File: config.mk
export PLATFORM = sky130hd
export DESIGN_NAME = irq_prio_ctrl
export DESIGN_NICKNAME = d
export VERILOG_FILES = /design/src/rtl/irq_prio_pkg.sv /design/src/rtl/irq_src_bank.sv /design/src/rtl/irq_req_eval.sv /design/src/rtl/irq_prio_ctrl.sv
export SDC_FILE = /design/constraint.sdc
export NUM_CORES = 1
export LEC_CHECK = 0
export ABC_CLOCK_PERIOD_IN_PS = 1400
export BUFFER_PORTS_ARGS = -buffer_cell sky130_fd_sc_hd__buf_2
export CAP_MARGIN = 10
export CORE_MARGIN = 10
export CORE_UTILIZATION = 48
export CTS_CLUSTER_DIAMETER = 120
export DETAILED_ROUTE_END_ITERATION = 10
export HOLD_SLACK_MARGIN = 0.1
export PLACE_DENSITY_LB_ADDON = 0.1
export SLEW_MARGIN = 10
export SYNTH_ARGS = -nofsm -noshare
export SYNTH_HDL_FRONTEND = slang
export SYNTH_SLANG_ARGS = --single-unit
File: constraint.sdc
create_clock -name clk -period 1.4 [get_ports clk]
set_input_delay 0.14 -clock clk [delete_from_list [all_inputs] [get_ports clk]]
set_output_delay 0.14 -clock clk [all_outputs]
set_load 0.01 [all_outputs]
File: src/rtl/irq_prio_pkg.sv
package irq_prio_pkg;
    typedef enum logic [2:0] {
        SEL_FLAG = 3'd0,
        SEL_EN   = 3'd1,
        SEL_PRI  = 3'd2,
        SEL_CTL  = 3'd3,
        SEL_MODE = 3'd4
    } reg_sel_e;

    localparam int VEC_W = 24;
    localparam logic [VEC_W-1:0] VEC_HIGH = 24'h000008;
    localparam logic [VEC_W-1:0] VEC_LOW  = 24'h000018;

    typedef struct packed {
        logic             mode;
        logic             ctl_hi;
        logic             ctl_lo;
        logic             svc_hi;
        logic             svc_lo;
        logic             take;
        logic [VEC_W-1:0] vec;
    } seq_st_t;
endpackage

File: src/rtl/irq_src_bank.sv
module irq_src_bank
    import irq_prio_pkg::*;
#(
    parameter int NSRC   = 8,
    parameter int DATA_W = 8
) (
    input  logic              clk,
    input  logic              rst_n,
    input  logic [NSRC-1:0]   evt,
    input  logic              wr_en,
    input  logic [2:0]        wr_sel,
    input  logic [DATA_W-1:0] wr_data,
    output logic [NSRC-1:0]   flag_o,
    output logic [NSRC-1:0]   en_o,
    output logic [NSRC-1:0]   pri_o
);
    typedef struct packed {
        logic [NSRC-1:0] flag;
        logic [NSRC-1:0] en;
        logic [NSRC-1:0] pri;
    } bank_t;

    bank_t bank_d, bank_q;

    always_comb begin
        bank_d = bank_q;
        if (wr_en) begin
            case (reg_sel_e'(wr_sel))
                SEL_FLAG: bank_d.flag = wr_data[NSRC-1:0];
                SEL_EN:   bank_d.en   = wr_data[NSRC-1:0];
                SEL_PRI:  bank_d.pri  = wr_data[NSRC-1:0];
                default:  ;
            endcase
        end
        bank_d.flag = bank_d.flag | evt;
    end

    always_ff @(posedge clk) begin
        if (!rst_n) bank_q <= '0;
        else        bank_q <= bank_d;
    end

    assign flag_o = bank_q.flag;
    assign en_o   = bank_q.en;
    assign pri_o  = bank_q.pri;
endmodule

File: src/rtl/irq_req_eval.sv
module irq_req_eval #(
    parameter int              NSRC        = 8,
    parameter logic [NSRC-1:0] PERIPH_MASK = '0
) (
    input  logic [NSRC-1:0] flag,
    input  logic [NSRC-1:0] en,
    input  logic [NSRC-1:0] pri,
    input  logic            mode,
    input  logic            ctl_hi,
    input  logic            ctl_lo,
    input  logic            svc_hi,
    output logic            hi_req,
    output logic            lo_req
);
    logic [NSRC-1:0] act_hi, act_lo, act_core, act_per;

    for (genvar i = 0; i < NSRC; i++) begin : g_src
        logic live;
        assign live        = flag[i] & en[i];
        assign act_hi[i]   = live & pri[i];
        assign act_lo[i]   = live & ~pri[i];
        assign act_per[i]  = live & PERIPH_MASK[i];
        assign act_core[i] = live & ~PERIPH_MASK[i];
    end

    always_comb begin
        if (mode) begin
            hi_req = ctl_hi & (|act_hi);
            lo_req = ctl_lo & (|act_lo) & ~svc_hi;
        end else begin
            hi_req = ctl_hi & ((|act_core) | (ctl_lo & (|act_per)));
            lo_req = 1'b0;
        end
    end
endmodule

File: src/rtl/irq_prio_ctrl.sv
module irq_prio_ctrl
    import irq_prio_pkg::*;
#(
    parameter int              NSRC        = 8,
    parameter int              DATA_W      = (NSRC > 8) ? NSRC : 8,
    parameter logic [NSRC-1:0] PERIPH_MASK = '0
) (
    input  logic              clk,
    input  logic              rst_n,
    input  logic [NSRC-1:0]   evt,
    input  logic              wr_en,
    input  logic [2:0]        wr_sel,
    input  logic [DATA_W-1:0] wr_data,
    input  logic              insn_bnd,
    input  logic              irq_ret,
    output logic              irq_take,
    output logic [23:0]       irq_vec,
    output logic [NSRC-1:0]   src_flag,
    output logic              glb_en_hi,
    output logic              glb_en_lo,
    output logic              prio_mode,
    output logic              svc_high,
    output logic              svc_low
);
    logic [NSRC-1:0] en_w, pri_w;
    logic            hi_req, lo_req;
    seq_st_t         st_d, st_q;

    irq_src_bank #(.NSRC(NSRC), .DATA_W(DATA_W)) u_bank (
        .clk(clk), .rst_n(rst_n), .evt(evt), .wr_en(wr_en), .wr_sel(wr_sel),
        .wr_data(wr_data), .flag_o(src_flag), .en_o(en_w), .pri_o(pri_w)
    );

    irq_req_eval #(.NSRC(NSRC), .PERIPH_MASK(PERIPH_MASK)) u_eval (
        .flag(src_flag), .en(en_w), .pri(pri_w), .mode(st_q.mode),
        .ctl_hi(st_q.ctl_hi), .ctl_lo(st_q.ctl_lo), .svc_hi(st_q.svc_hi),
        .hi_req(hi_req), .lo_req(lo_req)
    );

    always_comb begin
        st_d      = st_q;
        st_d.take = 1'b0;
        if (wr_en && reg_sel_e'(wr_sel) == SEL_CTL) begin
            st_d.ctl_hi = wr_data[7];
            st_d.ctl_lo = wr_data[6];
        end
        if (wr_en && reg_sel_e'(wr_sel) == SEL_MODE)
            st_d.mode = wr_data[7];
        if (irq_ret) begin
            if (st_q.svc_hi) begin
                st_d.svc_hi = 1'b0;
                st_d.ctl_hi = 1'b1;
            end else if (st_q.svc_lo) begin
                st_d.svc_lo = 1'b0;
                st_d.ctl_lo = 1'b1;
            end
        end
        if (insn_bnd) begin
            if (hi_req) begin
                st_d.take   = 1'b1;
                st_d.vec    = VEC_HIGH;
                st_d.ctl_hi = 1'b0;
                st_d.svc_hi = 1'b1;
            end else if (lo_req) begin
                st_d.take   = 1'b1;
                st_d.vec    = VEC_LOW;
                st_d.ctl_lo = 1'b0;
                st_d.svc_lo = 1'b1;
            end
        end
    end

    always_ff @(posedge clk) begin
        if (!rst_n) st_q <= '0;
        else        st_q <= st_d;
    end

    assign irq_take  = st_q.take;
    assign irq_vec   = st_q.vec;
    assign glb_en_hi = st_q.ctl_hi;
    assign glb_en_lo = st_q.ctl_lo;
    assign prio_mode = st_q.mode;
    assign svc_high  = st_q.svc_hi;
    assign svc_low   = st_q.svc_lo;
endmodule

After elaboration in Yosys (flattened, before gate mapping)

Index checks and enable logic that the tools add are counted.

Input bits: 24
Register bits: 54
Output and inout port bits: 38

Bitwise gates (word level): 38
Reductions and logical operators: 11
Eq/ne operators: 4
Muxes and demuxes: 20

Operator list:

| cell                 | number |
|---|---|
| $mux W29             | 1 |
| $and A1 B1 Y1        | 28 |
| $mux W26             | 1 |
| $mux W25             | 1 |
| $mux W24             | 1 |
| $mux W8              | 3 |
| $reduce_or A8 Y1     | 3 |
| $mux W1              | 11 |
| $not A1 Y1           | 9 |
| $or A8 B8 Y8         | 1 |
| $reduce_and A2 Y1    | 4 |
| $eq A3 B2 Y1 const B | 2 |
| $mux W4              | 1 |
| $eq A3 B1 Y1 const B | 1 |
| $eq A3 B3 Y1 const B | 1 |
| $logic_not A3 Y1     | 1 |
| $logic_and A1 B1 Y1  | 2 |
| $mux W2              | 1 |
| $reduce_bool A2 Y1   | 1 |

Logic depth before layout (Yosys ltp)

Depth after elaboration: 9
Depth in mapped cells: 6

By module

Synthesis repeated with hierarchy kept, for this count alone.

Cells, all modules: 166
Area, all modules: 1591.5 µm²

Modules (own cells, without submodules):

| module        | area an instance (µm²) | cells an instance | seq. area each (µm²) | instances |
|---|---|---|---|---|
| irq_src_bank  | 938.4                  | 81                | 480.5                | 1 |
| irq_prio_ctrl | 480.5                  | 54                | 160.2                | 1 |
| irq_req_eval  | 172.7                  | 31                | 0.0                  | 1 |

Worst setup path after synthesis

No wires, ideal clock.

Path type: reg2reg
Start point: register u_bank.bank_q, in the netlist u_bank.flag_o[0]
End point: register st_q, in the netlist glb_en_lo
Clock period less this slack: 1.274 ns
Arrival time: 1.158 ns
Stages on the path, launching flop included: 6
Path buffers: 0
Setup time: 0.116 ns
Slack: 0.126 ns
Path through: dfxtp_1 nand2_1 o2111ai_1 o2111a_2 nand2_2 o211a_1

Longest elaborated chain between the ends: 9
Elaborated cells on any way between the ends: 15
Those cells by class: mux (5); bitwise (7); reduce/logical (3)

RTL lines:

| element                     | line                | text |
|---|---|---|
| from (decl)                 | irq_src_bank.sv:23  | `bank_t bank_d, bank_q;` |
| from (signal assigned)      | irq_src_bank.sv:40  | `else bank_q <= bank_d;` |
| $and A1 B1 Y1 (*)           | irq_req_eval.sv:19  | `assign live = flag[i] & en[i];` |
| $and A1 B1 Y1               | irq_req_eval.sv:21  | `assign act_lo[i] = live & ~pri[i];` |
| $reduce_or A8 Y1            | irq_req_eval.sv:29  | `lo_req = ctl_lo & (\|act_lo) & ~svc_hi;` |
| $and A1 B1 Y1 (2 in series) | irq_req_eval.sv:29  |  |
| $mux W1                     | irq_req_eval.sv:27  | `if (mode) begin` |
| $mux W1                     | irq_prio_ctrl.sv:64 | `end else if (lo_req) begin` |
| $mux W1 (*)                 | irq_prio_ctrl.sv:59 | `if (hi_req) begin` |
| $mux W29 (*)                | irq_prio_ctrl.sv:58 | `if (insn_bnd) begin` |
| to (signal assigned)        | irq_prio_ctrl.sv:75 | `else st_q <= st_d;` |
| to (decl)                   | irq_prio_ctrl.sv:27 | `seq_st_t st_d, st_q;` |

Every way passes the cells marked *; elsewhere a longest branch is shown, timed or not.
A chain may end at the register's enable or synchronous reset.

Worst setup path in the final report

Start point: register u_bank.bank_q, in the netlist u_bank.flag_o[5]
End point: register st_q, in the netlist irq_vec[3]

Longest elaborated chain between the ends: 8
Elaborated cells on any way between the ends: 15
Those cells by class: mux (3); bitwise (7); reduce/logical (5)

RTL lines:

| element                      | line |
|---|---|
| $and A1 B1 Y1 (*)            | irq_req_eval.sv:19 |
| $and A1 B1 Y1                | irq_req_eval.sv:21 |
| $reduce_or A8 Y1             | irq_req_eval.sv:29 |
| $and A1 B1 Y1 (2 in series)  | irq_req_eval.sv:29 |
| $mux W1                      | irq_req_eval.sv:27 |
| $reduce_bool A2 Y1 (no line) | n/a |
| $reduce_and A2 Y1 (no line)  | n/a |

Marked as above.

==> flow_summary.toml <==
[run]
drv_cap = 0

[die]
die_y_microns = 77.8
die_area_sq_mm = 0.00606
core-area_sq_mm = 0.00313
die_w_microns = 77.8
placementRows = 20
initial_core_util_pct = 51.3
ios = 62

[routing]
wl_per_cell_microns = 14.9
drt_iter0_markers = 97
finalWirelength_mm = 4.27
routed-via-count = 1427
routed_via_density = 4.99
drtAntennaViolNets = 0
drc = 0
first_pass_iters = 4

[cells_and_area]
syn2layout_area_growth_pct = 29.6
diodes = 0
post_route_cells_drive_above_1_share_pct = 32.2
fin_cells = 286
fin_util_pct = 66.5
final_area_sq_mm = 0.00208
nNetsFinal = 266

[power]
leakagePower_nw = 0.921
ir_worst_vdd_mv = 0.605
design_power_total_mw = 1.82
power.density_mw_per_mm2 = 872

[synthesis]
ys_warn_count = 0
yosys.area.top_type = "dfxtp_1"
synth_edf_count = 0
avgSynthCellArea_sq_um = 8.97
syn_inst = 179
synthesis.area_sq_mm = 0.00161
synth_async_sr_flop_share_pct = 0
synth_common_cells = "32 x dfxtp_1, 28 x nor2_1, 22 x buf_4"
synth-main-ff-cell = "dfxtp_1"
post_synth_num_cell_types = 35
synth.most_common_cell = "dfxtp_1"
ys_seq_area_share_pct = 39.9
synth_top_area_share_pct = 39.9
ys_seq_elements = 32
ys_top_cells_by_area = "dfxtp_1 40%, mux2i_1 12%, buf_4 10%"

[sta]
finalSetupTns_ns = 0
whs_ns = 0.111
fin_crit_sh_pct = 96.4
finalHoldViolCount = 0
setup_viol = 0
finClkSkew_ns = 0.00695
rsz0062_at_grt = "true"
slew_violations = 0
fmax_ghz = 0.741
min_period_ns = 1.35
fin_ws_ns = 0.0503

[setup_path]
crit_chain = "a22oi_2 -> nand4_1 -> o21ai_2 -> nor2_2 -> o31a_2"
r2r-start = "u_bank.flag_o[5]$_SDFF_PN0_"
rr_endpoint = "irq_vec[3]$_SDFFE_PN0P_"
slowest_stage = "dfxtp_2"
r2r_slack_ns = 0.05
cp.required_ns = 1.62
critPathLaunch = "u_bank.flag_o[5]$_SDFF_PN0_"
worstSetupPathType = "reg -> reg"
max_stage_delay_ns = 0.35
crit_path_end_kind = "register"
arrival_ns = 1.57
r2r_cells = 5
worstSetupStartpointType = "register"
endpoint = "irq_vec[3]$_SDFFE_PN0P_"
worst-path-max-fanout = 6

[clocking]
cts_buffer_depth = 2
cts-htree-levels = 2
path_clk_slew_ns = 0.09
cts.sinks = 32
cts_tree = "built"
clock_latency_ns = 0.33
root_buffer = "clkbuf_4"
cts_buffers = 5

[place]
port_buffers = 39
dp_cells = 261
place_ws_ns = 0.0261
post-dp-hpwl_mm = 3.09
place_congestion = 0.787
dpl_cell_area_sq_mm = 0.00180

[hold_path]
min_path_type = "in -> reg"

[global_routing]
grt_overflow = 0
antenna_found_initial = 0
grt_pass1_wl_mm = 6.98
grt_max_degree = 17
grt_pass1_vias = 1476
gr-usage-all-layers_pct = 13.9

[run_status]
status = "finished clean"
area by class of cell:
cell class | instances | area [sq um]
fill | 273 | 1050
tap | 44 | 55.1
multi-input combinational | 137 | 856
inverter | 5 | 18.8
sequential | 32 | 658
timing repair buffer | 61 | 428
clock buffer | 7 | 65.1
worst max-delay path: cells and delay by family (launching register included):
kind / cells / cell delay [ns]
AOI/OAI and AO/OA: 3 / 0.67
DFF: 1 / 0.35
and+or+nand+nor: 2 / 0.23
how the worst min path moves through the flow:
| stage | to | depth (start not counted) | start |
|---|---|---|---|
| 3_5_place_dp | u_bank.flag_o[7]$_SDFF_PN0_ | 3 | evt[7] |
| 4_1_cts | u_bank.flag_o[7]$_SDFF_PN0_ | 3 | wr_data[7] |
| 5_1_grt | u_bank.flag_o[7]$_SDFF_PN0_ | 3 | wr_data[7] |
| 6_report | u_bank.flag_o[6]$_SDFF_PN0_ | 3 | wr_data[6] |
| 2_1_floorplan | irq_vec[4]$_SDFFE_PN0P_ | 1 | insn_bnd |
| 3_3_place_gp | u_bank.flag_o[7]$_SDFF_PN0_ | 3 | evt[7] |
state kept, by name, indices dropped and copies added (netlist names):
| name | flops |
|---|---|
| glb_en_hi | 1 |
| glb_en_lo | 1 |
| irq_take | 1 |
| irq_vec | 2 |
| prio_mode | 1 |
| svc_high | 1 |
| svc_low | 1 |
| u_bank.en_o | 8 |
| u_bank.flag_o | 8 |
| u_bank.pri_o | 8 |
per-layer routing:
layer | global-route usage (%) | share of wire, %
met1 | 15.8 | 43
met2 | 22.2 | 47
met3 | 6.45 | 8.6
met4 | 4.93 | 1.0
met5 | 0 | 0
repair_timing:
item / in CTS / in global routing
hold endpoints to repair: 23 / 0
resized for setup: 0 / 18
hold buffers: 17 / 0
setup endpoints to repair: 0 / 6
buffers inserted: 0 / 1
report_power, final:
| group | total (mW) | switching (mW) | internal [mW] |
|---|---|---|---|
| Sequential | 0.975 | 0.0315 | 0.944 |
| Clock | 0.582 | 0.297 | 0.285 |
| Combinational | 0.258 | 0.137 | 0.121 |
cells by family after synthesis:
kind of cell / after synthesis / synth area share, %
AND/OR/NAND/NOR: 73 / 23.0
other: 1 / 0.234
flip-flops: 32 / 39.9
AO/OA/AOI/OAI: 23 / 12.1
buffers and inverters: 31 / 12.9
multiplexers: 19 / 11.8
cells in the final DEF (no fill, tap or decap), drive strengths merged:
master	n
dfxtp	32
buf	44
a22oi	2
a221oi	2
and2	2
o211a	2
o21ai	2
nor2b	8
o2111ai	2
nor3	1
mux2i	19
nand3	12
o31a	1
nor2	31
a211oi	8
nand4	2
o31ai	1
nand2	10
clkbuf	7
conb	22
and2b	1
a21oi	1
nand3b	6
dlygate4sd3	17
o32ai	1
inv	5
o2111a	1
No activity file was read; power rests on OpenSTA's default activity.
